--- src/rtl/wbs_pkg.sv ---
package wbs_pkg;

    localparam int BURST_SLOTS = 8;
    localparam int COL_W       = 3;

    typedef enum logic [2:0] {
        S_IDLE,
        S_WAIT,
        S_PRE,
        S_DATA,
        S_POST
    } wstate_e;

    // per-burst control captured at acceptance
    typedef struct packed {
        logic [COL_W-1:0] col;
        logic [1:0]       last_clk;   // index of the final data clock
        logic             trunc;      // beats 4..7 masked off
    } burst_ctl_t;

endpackage

--- src/rtl/wbs_bl_decode.sv ---
module wbs_bl_decode (
    input  logic [1:0] bl_sel,
    input  logic       chop_n,
    output logic [1:0] last_clk,
    output logic       trunc
);
    always_comb begin
        unique case (bl_sel)
            2'b10: begin
                last_clk = 2'd1;
                trunc    = 1'b0;
            end
            2'b01: begin
                last_clk = 2'd3;
                trunc    = ~chop_n;
            end
            default: begin
                last_clk = 2'd3;
                trunc    = 1'b0;
            end
        endcase
    end
endmodule

--- src/rtl/wbs_pend_slot.sv ---
module wbs_pend_slot
    import wbs_pkg::*;
#(
    parameter int DQ_W  = 16,
    parameter int DM_W  = 2,
    parameter int CNT_W = 5
) (
    input  logic                          clk,
    input  logic                          rst_n,
    input  logic                          load,
    input  burst_ctl_t                    ld_ctl,
    input  logic [CNT_W-1:0]              ld_wait,
    input  logic [BURST_SLOTS*DQ_W-1:0]   ld_data,
    input  logic [BURST_SLOTS*DM_W-1:0]   ld_mask,
    input  logic                          take,
    output logic                          vld,
    output burst_ctl_t                    ctl,
    output logic [CNT_W-1:0]              wait_q,
    output logic [BURST_SLOTS*DQ_W-1:0]   data,
    output logic [BURST_SLOTS*DM_W-1:0]   mask
);
    always_ff @(posedge clk) begin
        if (!rst_n) begin
            vld    <= 1'b0;
            ctl    <= '0;
            wait_q <= '0;
            data   <= '0;
            mask   <= '0;
        end else if (load) begin
            vld    <= 1'b1;
            ctl    <= ld_ctl;
            wait_q <= ld_wait;
            data   <= ld_data;
            mask   <= ld_mask;
        end else if (take) begin
            vld    <= 1'b0;
        end else if (vld && wait_q != '0) begin
            wait_q <= wait_q - 1'b1;   // own latency keeps running while queued
        end
    end

    // a full slot is never overwritten
    a_r9_no_overwrite: assert property (@(posedge clk) disable iff (!rst_n)
        load |-> !vld);

    // the state machine only drains a filled slot
    a_r8_take_valid: assert property (@(posedge clk) disable iff (!rst_n)
        take |-> vld);

    // a queued entry left alone keeps its contents
    a_r8_hold_ctl: assert property (@(posedge clk) disable iff (!rst_n)
        vld && !take && !load |=> $stable(ctl));
endmodule

--- src/rtl/wbs_beat_mux.sv ---
module wbs_beat_mux
    import wbs_pkg::*;
#(
    parameter int DQ_W = 16,
    parameter int DM_W = 2
) (
    input  logic [BURST_SLOTS*DQ_W-1:0] data,
    input  logic [BURST_SLOTS*DM_W-1:0] mask,
    input  logic [COL_W-1:0]            col,
    input  logic                        trunc,
    input  logic [1:0]                  beat_clk,
    input  logic                        active,
    output logic [DQ_W-1:0]             dq_rise,
    output logic [DQ_W-1:0]             dq_fall,
    output logic [DM_W-1:0]             dm_rise,
    output logic [DM_W-1:0]             dm_fall
);
    logic [DQ_W-1:0] dq_b [2];
    logic [DM_W-1:0] dm_b [2];

    for (genvar e = 0; e < 2; e++) begin : g_edge
        logic [COL_W-1:0] beat;
        logic [COL_W-1:0] slot;
        logic             masked;

        assign beat   = {beat_clk, 1'(e)};
        assign slot   = col + beat;              // wraps within the burst
        assign masked = trunc && beat[COL_W-1];

        always_comb begin
            if (!active) begin
                dq_b[e] = '0;
                dm_b[e] = '0;
            end else if (masked) begin
                dq_b[e] = '0;
                dm_b[e] = '1;
            end else begin
                dq_b[e] = data[int'(slot)*DQ_W +: DQ_W];
                dm_b[e] = mask[int'(slot)*DM_W +: DM_W];
            end
        end
    end

    assign dq_rise = dq_b[0];
    assign dq_fall = dq_b[1];
    assign dm_rise = dm_b[0];
    assign dm_fall = dm_b[1];
endmodule

--- src/rtl/wbs_top.sv ---
module wbs_top
    import wbs_pkg::*;
#(
    parameter int DQ_W  = 16,
    parameter int LAT_W = 4
) (
    input  logic                            clk,
    input  logic                            rst_n,
    input  logic                            wr_cmd,
    input  logic                            wr_a12,
    input  logic [2:0]                      wr_col,
    input  logic [8*DQ_W-1:0]               wr_data,
    input  logic [8*(DQ_W/8)-1:0]           wr_mask,
    input  logic [1:0]                      cfg_bl,
    input  logic [LAT_W-1:0]                cfg_al,
    input  logic [LAT_W-1:0]                cfg_cwl,
    output logic                            busy,
    output logic                            dqs_pre_en,
    output logic                            data_oe,
    output logic [DQ_W-1:0]                 dq_rise,
    output logic [DQ_W-1:0]                 dq_fall,
    output logic [DQ_W/8-1:0]               dm_rise,
    output logic [DQ_W/8-1:0]               dm_fall,
    output logic                            dqs_pst_en
);
    localparam int DM_W  = DQ_W / 8;
    localparam int CNT_W = LAT_W + 1;

    // ---------------- request decode ----------------
    logic [CNT_W-1:0] wl;
    logic [CNT_W-1:0] wl_m2;
    burst_ctl_t       cmd_ctl;

    assign wl    = CNT_W'(cfg_al) + CNT_W'(cfg_cwl);
    assign wl_m2 = wl - CNT_W'(2);

    wbs_bl_decode i_dec (
        .bl_sel   (cfg_bl),
        .chop_n   (wr_a12),
        .last_clk (cmd_ctl.last_clk),
        .trunc    (cmd_ctl.trunc)
    );
    assign cmd_ctl.col = wr_col;

    // ---------------- state ----------------
    wstate_e                    state_q, state_d;
    logic [CNT_W-1:0]           wcnt_q, wcnt_d;
    logic [1:0]                 bclk_q, bclk_d;
    burst_ctl_t                 act_ctl_q, act_ctl_d;
    logic [BURST_SLOTS*DQ_W-1:0] act_data_q, act_data_d;
    logic [BURST_SLOTS*DM_W-1:0] act_mask_q, act_mask_d;

    // queue slot
    logic                        pend_vld;
    burst_ctl_t                  pend_ctl;
    logic [CNT_W-1:0]            pend_wait;
    logic [BURST_SLOTS*DQ_W-1:0] pend_data;
    logic [BURST_SLOTS*DM_W-1:0] pend_mask;

    logic start_now, queue_now, launch_pend;

    assign start_now   = wr_cmd && !pend_vld &&
                         (state_q == S_IDLE || state_q == S_POST);
    assign queue_now   = wr_cmd && !pend_vld &&
                         (state_q inside {S_WAIT, S_PRE, S_DATA});
    assign launch_pend = (state_q == S_POST) && pend_vld;

    wbs_pend_slot #(.DQ_W(DQ_W), .DM_W(DM_W), .CNT_W(CNT_W)) i_pend (
        .clk     (clk),
        .rst_n   (rst_n),
        .load    (queue_now),
        .ld_ctl  (cmd_ctl),
        .ld_wait (wl_m2),
        .ld_data (wr_data),
        .ld_mask (wr_mask),
        .take    (launch_pend),
        .vld     (pend_vld),
        .ctl     (pend_ctl),
        .wait_q  (pend_wait),
        .data    (pend_data),
        .mask    (pend_mask)
    );

    // ---------------- state register ----------------
    always_ff @(posedge clk) begin
        if (!rst_n) begin
            state_q    <= S_IDLE;
            wcnt_q     <= '0;
            bclk_q     <= '0;
            act_ctl_q  <= '0;
            act_data_q <= '0;
            act_mask_q <= '0;
        end else begin
            state_q    <= state_d;
            wcnt_q     <= wcnt_d;
            bclk_q     <= bclk_d;
            act_ctl_q  <= act_ctl_d;
            act_data_q <= act_data_d;
            act_mask_q <= act_mask_d;
        end
    end

    // ---------------- next state ----------------
    always_comb begin
        state_d    = state_q;
        wcnt_d     = wcnt_q;
        bclk_d     = bclk_q;
        act_ctl_d  = act_ctl_q;
        act_data_d = act_data_q;
        act_mask_d = act_mask_q;

        if (start_now) begin
            act_ctl_d  = cmd_ctl;
            act_data_d = wr_data;
            act_mask_d = wr_mask;
        end else if (launch_pend) begin
            act_ctl_d  = pend_ctl;
            act_data_d = pend_data;
            act_mask_d = pend_mask;
        end

        unique case (state_q)
            S_IDLE: begin
                if (start_now) begin          // accept
                    state_d = S_WAIT;
                    wcnt_d  = wl_m2;
                end
            end
            S_WAIT: begin
                if (wcnt_q == '0) begin       // expire
                    state_d = S_PRE;
                end else begin                // tick
                    wcnt_d = wcnt_q - 1'b1;
                end
            end
            S_PRE: begin                      // open
                state_d = S_DATA;
                bclk_d  = '0;
            end
            S_DATA: begin
                if (bclk_q == act_ctl_q.last_clk) begin   // close
                    state_d = S_POST;
                end else begin                            // beat
                    bclk_d = bclk_q + 1'b1;
                end
            end
            S_POST: begin
                if (launch_pend) begin        // chain
                    if (pend_wait == '0) begin
                        state_d = S_PRE;
                    end else begin
                        state_d = S_WAIT;
                        wcnt_d  = pend_wait - 1'b1;
                    end
                end else if (start_now) begin // accept
                    state_d = S_WAIT;
                    wcnt_d  = wl_m2;
                end else begin                // retire
                    state_d = S_IDLE;
                end
            end
            default: state_d = S_IDLE;
        endcase
    end

    // ---------------- outputs ----------------
    always_comb begin
        busy       = pend_vld;
        dqs_pre_en = (state_q == S_PRE);
        data_oe    = (state_q == S_DATA);
        dqs_pst_en = (state_q == S_POST);
    end

    wbs_beat_mux #(.DQ_W(DQ_W), .DM_W(DM_W)) i_mux (
        .data     (act_data_q),
        .mask     (act_mask_q),
        .col      (act_ctl_q.col),
        .trunc    (act_ctl_q.trunc),
        .beat_clk (bclk_q),
        .active   (data_oe),
        .dq_rise  (dq_rise),
        .dq_fall  (dq_fall),
        .dm_rise  (dm_rise),
        .dm_fall  (dm_fall)
    );

    // ---------------- assertions ----------------
    // latency setting must leave room for the preamble clock
    a_r1_wl_min: assert property (@(posedge clk) disable iff (!rst_n)
        wr_cmd |-> wl >= CNT_W'(2));

    // the preamble clock is followed by data
    a_r1_pre_to_data: assert property (@(posedge clk) disable iff (!rst_n)
        dqs_pre_en |=> data_oe);

    // data ends into a postamble
    a_r7_post_after_data: assert property (@(posedge clk) disable iff (!rst_n)
        $fell(data_oe) |-> dqs_pst_en);

    // postamble lasts one clock
    a_r7_post_single: assert property (@(posedge clk) disable iff (!rst_n)
        dqs_pst_en |=> !dqs_pst_en);

    // phases never overlap
    a_r7_exclusive: assert property (@(posedge clk) disable iff (!rst_n)
        $onehot0({dqs_pre_en, data_oe, dqs_pst_en}));

    // lanes quiet outside data clocks
    a_r6_quiet: assert property (@(posedge clk) disable iff (!rst_n)
        !data_oe |-> (dq_rise == '0 && dq_fall == '0 &&
                      dm_rise == '0 && dm_fall == '0));

    // chopped tail is fully masked
    a_r3_chop_mask: assert property (@(posedge clk) disable iff (!rst_n)
        data_oe && act_ctl_q.trunc && bclk_q[1] |-> (&dm_rise && &dm_fall));

    // a short burst never reaches the third data clock
    a_r2_short_len: assert property (@(posedge clk) disable iff (!rst_n)
        data_oe && act_ctl_q.last_clk == 2'd1 |-> !bclk_q[1]);
endmodule

--- config.mk ---
export PLATFORM = sky130hd
export DESIGN_NAME = wbs_top
export DESIGN_NICKNAME = d
export VERILOG_FILES = /design/src/rtl/wbs_pkg.sv /design/src/rtl/wbs_bl_decode.sv /design/src/rtl/wbs_pend_slot.sv /design/src/rtl/wbs_beat_mux.sv /design/src/rtl/wbs_top.sv
export SDC_FILE = /design/constraint.sdc
export NUM_CORES = 1
export LEC_CHECK = 0
export CAP_MARGIN = 0
export CORE_ASPECT_RATIO = 0.7
export CORE_UTILIZATION = 45
export CTS_CLUSTER_SIZE = 16
export DETAILED_ROUTE_END_ITERATION = 12
export PLACE_DENSITY = 0.69
export SYNTH_ARGS = -nofsm -noshare
export SYNTH_HDL_FRONTEND = slang
export SYNTH_HIERARCHICAL = 1
export SYNTH_SLANG_ARGS = --single-unit
export TNS_END_PERCENT = 10
--- constraint.sdc ---
create_clock -name clk -period 7.3 [get_ports clk]
set_clock_uncertainty 0.1 [all_clocks]
set_input_delay 1.095 -clock clk [delete_from_list [all_inputs] [get_ports clk]]
set_output_delay 1.095 -clock clk [all_outputs]
set_load 0.01 [all_outputs]
==> results of run 1 <==
-- worst max-delay path, stage by stage, from the launching register on --
cell and delay [ns]:
dfxtp_4 0.45, inv_1 0.10, fa_2 1.23, mux4_2 0.37, mux2i_1 0.07, a21boi_0 0.33, clkdlybuf4s50_1 0.62
-- power groups by stage --
| stage | combinational, W | sequential [W] | clock [W] |
|---|---|---|---|
| 2_1_floorplan | 0.00189 | 0.00242 | 0 |
| 3_3_place_gp | 0.00221 | 0.00268 | 0 |
| 3_5_place_dp | 0.00225 | 0.00269 | 0 |
| 4_1_cts | 0.00226 | 0.00266 | 0.00170 |
| 5_1_grt | 0.00246 | 0.00273 | 0.00177 |
| 6_report | 0.00228 | 0.00269 | 0.00168 |
-- how the worst max path moves through the flow --
| stage | startpoint | to | slack, ns | depth (start not counted) |
|---|---|---|---|---|
| floorplan | act_ctl_q[3] | dq_fall[10] | 3.80 | 10 |
| global placement | act_ctl_q[3] | dm_fall[0] | 3.08 | 6 |
| detailed placement | act_ctl_q[3] | dm_fall[0] | 2.97 | 6 |
| CTS | act_ctl_q[3] | dm_fall[0] | 2.34 | 6 |
| global route | act_ctl_q[3] | dm_fall[0] | 2.21 | 6 |
| finish | act_ctl_q[3] | dm_fall[0] | 2.37 | 6 |
-- cell usage after synthesis, drive strengths merged (3+ instances only) --
master,number
a211oi,3
a21boi,6
a21o,4
a21oi,10
a311oi,151
and2,5
and3,3
buf,80
clkbuf,67
dfxtp,316
ha,11
inv,29
mux2i,192
mux4,72
nand2,311
nand2b,6
nand3,3
nand3b,3
nor2,340
nor3,3
nor3b,3
nor4b,3
o211ai,7
o21ai,7
or3b,3
xnor2,3
xor2,3
-- through the flow --
step                      utilization  power (W)  setup WS [ns]  hold WS [ns]
after CTS                       0.549    0.00663           2.34         0.374
final                           0.549    0.00665           2.37         0.372
after global routing            0.549    0.00697           2.21         0.392
after detailed placement        0.518    0.00494           2.97         0.366
after global placement          0.518    0.00489           3.08         0.357
after floorplan                     -    0.00431           3.80         0.354
-- cells by family after synthesis --
group                    Yosys count
AO/OA/AOI/OAI                    205
XOR/XNOR                           8
adder cells (fa/ha/maj)           13
buffers and inverters            176
flip-flops                       316
multiplexers                     264
other                              1
AND/OR/NAND/NOR                  691
-- layout make-up --
class / instances / area (um^2)
diodes: 5 / 12.5
well taps: 464 / 581
inverters: 29 / 116
flip-flops and latches: 316 / 6330
multi-input cells: 1182 / 8340
clock inverters: 12 / 199
clock buffers: 40 / 857
repair buffers: 214 / 2120
fillers: 3008 / 15200
-- routing by layer --
| layer | up-vias | wire length, um | global-route usage |
|---|---|---|---|
| met5 | - | 12 | 0 |
| li1 | 6130 | - | - |
| met1 | 6486 | 21300 | 0.377 |
| met3 | 83 | 4390 | 0.0603 |
| met4 | 2 | 1430 | 0.0796 |
| met2 | 562 | 20900 | 0.404 |
-- sequential cells by signal (all words and copies together), names as in the netlist --
signal         cells
act_data_q       128
i_pend/data      128
act_mask_q        16
i_pend/mask       16
act_ctl_q          6
i_pend/ctl         6
i_pend/wait_q      5
wcnt_q             5
state_q            3
bclk_q             2
i_pend/vld         1
==> out/summary.txt, run 1 <==
Synth area leaders: dfxtp_1 41%, mux2i_1 12%, mux4_2 9.4%
switching share of total power: 0.353
RSZ-0062 raised after global routing: no
max-slew violation total from the final report: 0
Sink Count: 316
P_int: 0.00430 W
HP Start: i_pend/data[71]
post-synthesis register bit count: 316
Yosys cell types: 58
Comb power frac: 0.342
failing checks: antenna violations
antenna violations before repair: 2
fin crit share: 0.675
placed insts: 2205
post-layout min period: 4.93 ns
R2R Setup Slk: 3.70 ns
Post-Layout Cell Count: 2262
largest net degree at the start of global routing: 141
vias in the first global route: 12500
maximum VDD drop: 0.000178 V
final hold viol count: 0
Detail Placement HPWL: 32400 um
Buffers on Ports: 200
Synth Area in Compound Gates: 0.111
nets: 1946
die area: 35300 um^2
Sw Pwr: 0.00235 W
YS warnings: 6
worst reg2reg endpoint: act_data_q[66]
number of enable flip-flop cells after synthesis: 0
CTS Buf Count: 29
total of max-cap violations: 0
outcome: finished, violations left
later-pin clock latency in the skew report: 0.56 ns
XOR/XNOR share of the synthesized area: 0.00628
Synth Area in Adders: 0.0114
worst slew pin tran: 1.23 ns
clock power share: 0.253
RR Startpoint: state_q[2]
post-route setup TNS: 0 ns
Die Width: 224 um
Startpoint Class: flop
Starting Density: 0.460
WL final: 48000 um
Max Fclk: 203 MHz
leakage dissipation: 6.62 nW
CTS tree: built
syn nets: 1848
WHS Path Cells: 2
Clk pin slew, worst setup/hold paths: 0.07 ns
crit path kind: flop to output pin
critical path data required time: 6.11 ns
top_reg_cell synth: dfxtp_1
1st-pass router iterations: 5
Worst Path Arrival: 3.73 ns
first-pass GRT wire length: 73000 um
CP Capture Type: output pin
antenna-violating nets left: 1
Row Count: 56
post-synthesis mux area share: 0.230
PostCTS Resize Cnt: 0
H-tree depth: 1
register area share after synthesis: 0.407
synthesized area: 15500 um^2
most common cell after layout, fill and taps aside: nor2_1
Die Y: 157 um
Yosys top cell by area: dfxtp_1
global route overflow: 0
Mean Syn Cell Area: 9.29 um^2
area share of the largest cell type after synthesis: 0.407
Hold EP: act_data_q[71]
Synth Area in Simple Gates: 0.176
largest family of logic cells by synthesized area: multiplexers
Area after DPL: 17500 um^2
most frequent cells in the layout: 339 x nor2_1, 315 x dfxtp_1, 311 x nand2_1, 200 x clkdlybuf4s50_1, 192 x mux2i_1
initial DRC count: 1353
Post-CTS Setup Inserts: 0
CP Max Fanout: 36
worst min-delay path class: flop to flop
post-route cell area: 18600 um^2
DRC Markers: 0
# setup viols final: 0
core area: 33800 um^2
Vias/cell: 5.86
asr flop ratio synth: 0
Max Root-Sink Buffers: 3
DR WL/cell: 21.2 um
Worst R2R Path Depth: 6
Rel. slew slack: 0.180
sequential power share: 0.405
Ports: 201
CTS Root Cell: clkbuf_16
PwrDens: 359 nW/um^2
DR vias: 13300
area grow syn2layout: 19.3%
All-Layer GR Usage: 0.267
layout cell share with drive strength beyond 1: 0.0825
RePlAce Congestion: 0.879
synthesized instance count: 1674
hold-fix buffers at CTS: 0
(Power assumes the default switching activity.)
==> inputs of run 2 (changes only) <==
--- a/config.mk
+++ b/config.mk
@@ -10,7 +10,7 @@
 export CORE_UTILIZATION = 45
 export CTS_CLUSTER_SIZE = 16
 export DETAILED_ROUTE_END_ITERATION = 12
-export PLACE_DENSITY = 0.69
+export PLACE_DENSITY = 0.72
 export SYNTH_ARGS = -nofsm -noshare
 export SYNTH_HDL_FRONTEND = slang
 export SYNTH_HIERARCHICAL = 1
==> constraint.sdc (replaced) <==
create_clock -name clk -period 4.4 [get_ports clk]
set_clock_uncertainty 0.1 [all_clocks]
set_input_delay 0.66 -clock clk [delete_from_list [all_inputs] [get_ports clk]]
set_output_delay 0.66 -clock clk [all_outputs]
set_load 0.01 [all_outputs]
==> run 2 against run 1 <==
Against the previous run: the run now ends clean; die area unchanged; routed wire length up 0.20%; power is 62% higher; non-clock buffer count grew 7; first-iteration DRC count rose by 35%; combinational power rose by 69%; sequential power is 63% higher; design area about the same; register-to-register slack worse by 2.3 ns; cell count is 0.18% higher; largest power group unchanged.
==> out/summary.txt, run 2 (same netlist as run 1, synthesis figures left out) <==
antenna-violating nets left: 0
most common cell after layout, fill and taps aside: nor2_1
hold-fix buffers at CTS: 0
total of max-cap violations: 0
All-Layer GR Usage: 0.268
Startpoint Class: flop
CTS Root Cell: clkbuf_16
critical path data required time: 3.64 ns
cell family with most CP delay: buffers and inverters
WL final: 48100 um
Max Root-Sink Buffers: 3
Slowest-stage cell, CP: clkdlybuf4s50_1
largest net degree at the start of global routing: 107
antenna violations before repair: 4
RePlAce Congestion: 0.930
layout cell share with drive strength beyond 1: 0.0828
leakage dissipation: 6.62 nW
Die Y: 157 um
Hold Slack: 0.370 ns
CP Capture Type: output pin
max-slew violation total from the final report: 0
RSZ-0062 raised after global routing: no
CTS tree: built
Vias/cell: 5.90
CTS Buf Count: 31
worst min-delay path class: flop to flop
vias in the first global route: 12200
# setup viols final: 0
Post-CTS Setup Inserts: 0
1st-pass router iterations: 5
worst slew pin tran: 1.17 ns
initial DRC count: 1826
outcome: finished clean
Row Count: 56
PwrDens: 582 nW/um^2
nets: 1955
post-route setup TNS: 0 ns
Max Fclk: 238 MHz
final hold viol count: 0
Worst Path Arrival: 3.44 ns
slowest stage delay, CP: 0.62 ns
H-tree depth: 1
crit path kind: flop to output pin
maximum VDD drop: 0.000312 V
CP Max Fanout: 36
DR WL/cell: 21.2 um
Starting Density: 0.460
first-pass GRT wire length: 72900 um
Rel. slew slack: 0.223
WP buf/inv: 3
Detail Placement HPWL: 32700 um
die area: 35300 um^2
DRC Markers: 0
Sink Count: 316
Clk pin slew, worst setup/hold paths: 0.06 ns
DR vias: 13400
Die Width: 224 um
Ports: 201
Largest regs: act_data_q (128), i_pend/data (128)
most frequent cells in the layout: 339 x nor2_1, 315 x dfxtp_1, 311 x nand2_1, 200 x clkdlybuf4s50_1, 192 x mux2i_1
post-layout min period: 4.20 ns
crit-path cells: inv_1, fa_2, buf_4, mux4_2, mux2i_1, a21boi_0, clkdlybuf4s50_1
global route overflow: 0
later-pin clock latency in the skew report: 0.57 ns
core area: 33800 um^2
PostCTS Resize Cnt: 0
fin crit share: 0.956
fillers: 2991
Buffers on Ports: 200
area grow syn2layout: 19.4%
-- run 2: cell count changes in the layout (fill, tap and decap cells not counted), sizes merged --
cell / change
buf: +7
bufinv: -4
clkbuf: +4
diode: -3
-- run 2: metal layers --
layer	share of wire	global-route usage	routed length (um)	vias up
met5	0.00052	0	25	-
met1	0.44	0.392	21200	6544
met2	0.45	0.418	21700	626
met3	0.091	0.0398	4390	61
met4	0.018	0.0541	842	4
li1	-	-	-	6142
-- run 2: through the flow --
step / setup WS (ns) / area, um^2 / utilization / std cells / total power, W
final: 0.196 / 18600 / 0.549 / 2266 / 0.0108
after global routing: 0.0938 / 18600 / 0.549 / 2266 / 0.0113
after CTS: 0.220 / 18600 / 0.549 / 2264 / 0.0108
after detailed placement: 0.847 / 17600 / 0.521 / 2212 / 0.00820
after global placement: 0.930 / 17600 / 0.521 / 2212 / 0.00809
after floorplan: 1.34 / 15500 / - / 1674 / 0.00716
-- run 2: layout make-up --
| type | instances | area, um^2 | area share |
|---|---|---|---|
| multi-input cells | 1182 | 8340 | 0.449 |
| repair buffers | 221 | 2250 | 0.121 |
| inverters | 29 | 116 | 0.00627 |
| clock buffers | 44 | 875 | 0.0471 |
| diodes | 2 | 5.00 | 0.000270 |
| flip-flops and latches | 316 | 6330 | 0.341 |
| clock inverters | 8 | 68.8 | 0.00371 |
| well taps | 464 | 581 | 0.0313 |
-- run 2: worst paths after layout --
kind	start	slack, ns	endpoint	cells after the start
worst min-delay path	i_pend/data[22]	0.37	act_data_q[22]	2
worst max-delay path	bclk_q[0]	0.20	dm_fall[0]	7
worst min register to register	i_pend/data[22]	0.37	act_data_q[22]	2
worst max register to register	state_q[2]	1.40	act_data_q[72]	5
-- run 2: power breakdown --
part / leakage (nW) / switching [W] / internal [W]
Sequential: 2.59 / 0.000771 / 0.00362
Combinational: 3.56 / 0.00196 / 0.00189
Clock: 0.470 / 0.00114 / 0.00143
-- run 2: worst register-to-register path: cells and delay by family (launching register included) --
| kind | cells | cell delay (ns) |
|---|---|---|
| and+or+nand+nor | 2 | 0.59 |
| buffers and inverters | 2 | 1.24 |
| DFF | 1 | 0.65 |
| AOI/OAI and AO/OA | 1 | 0.32 |
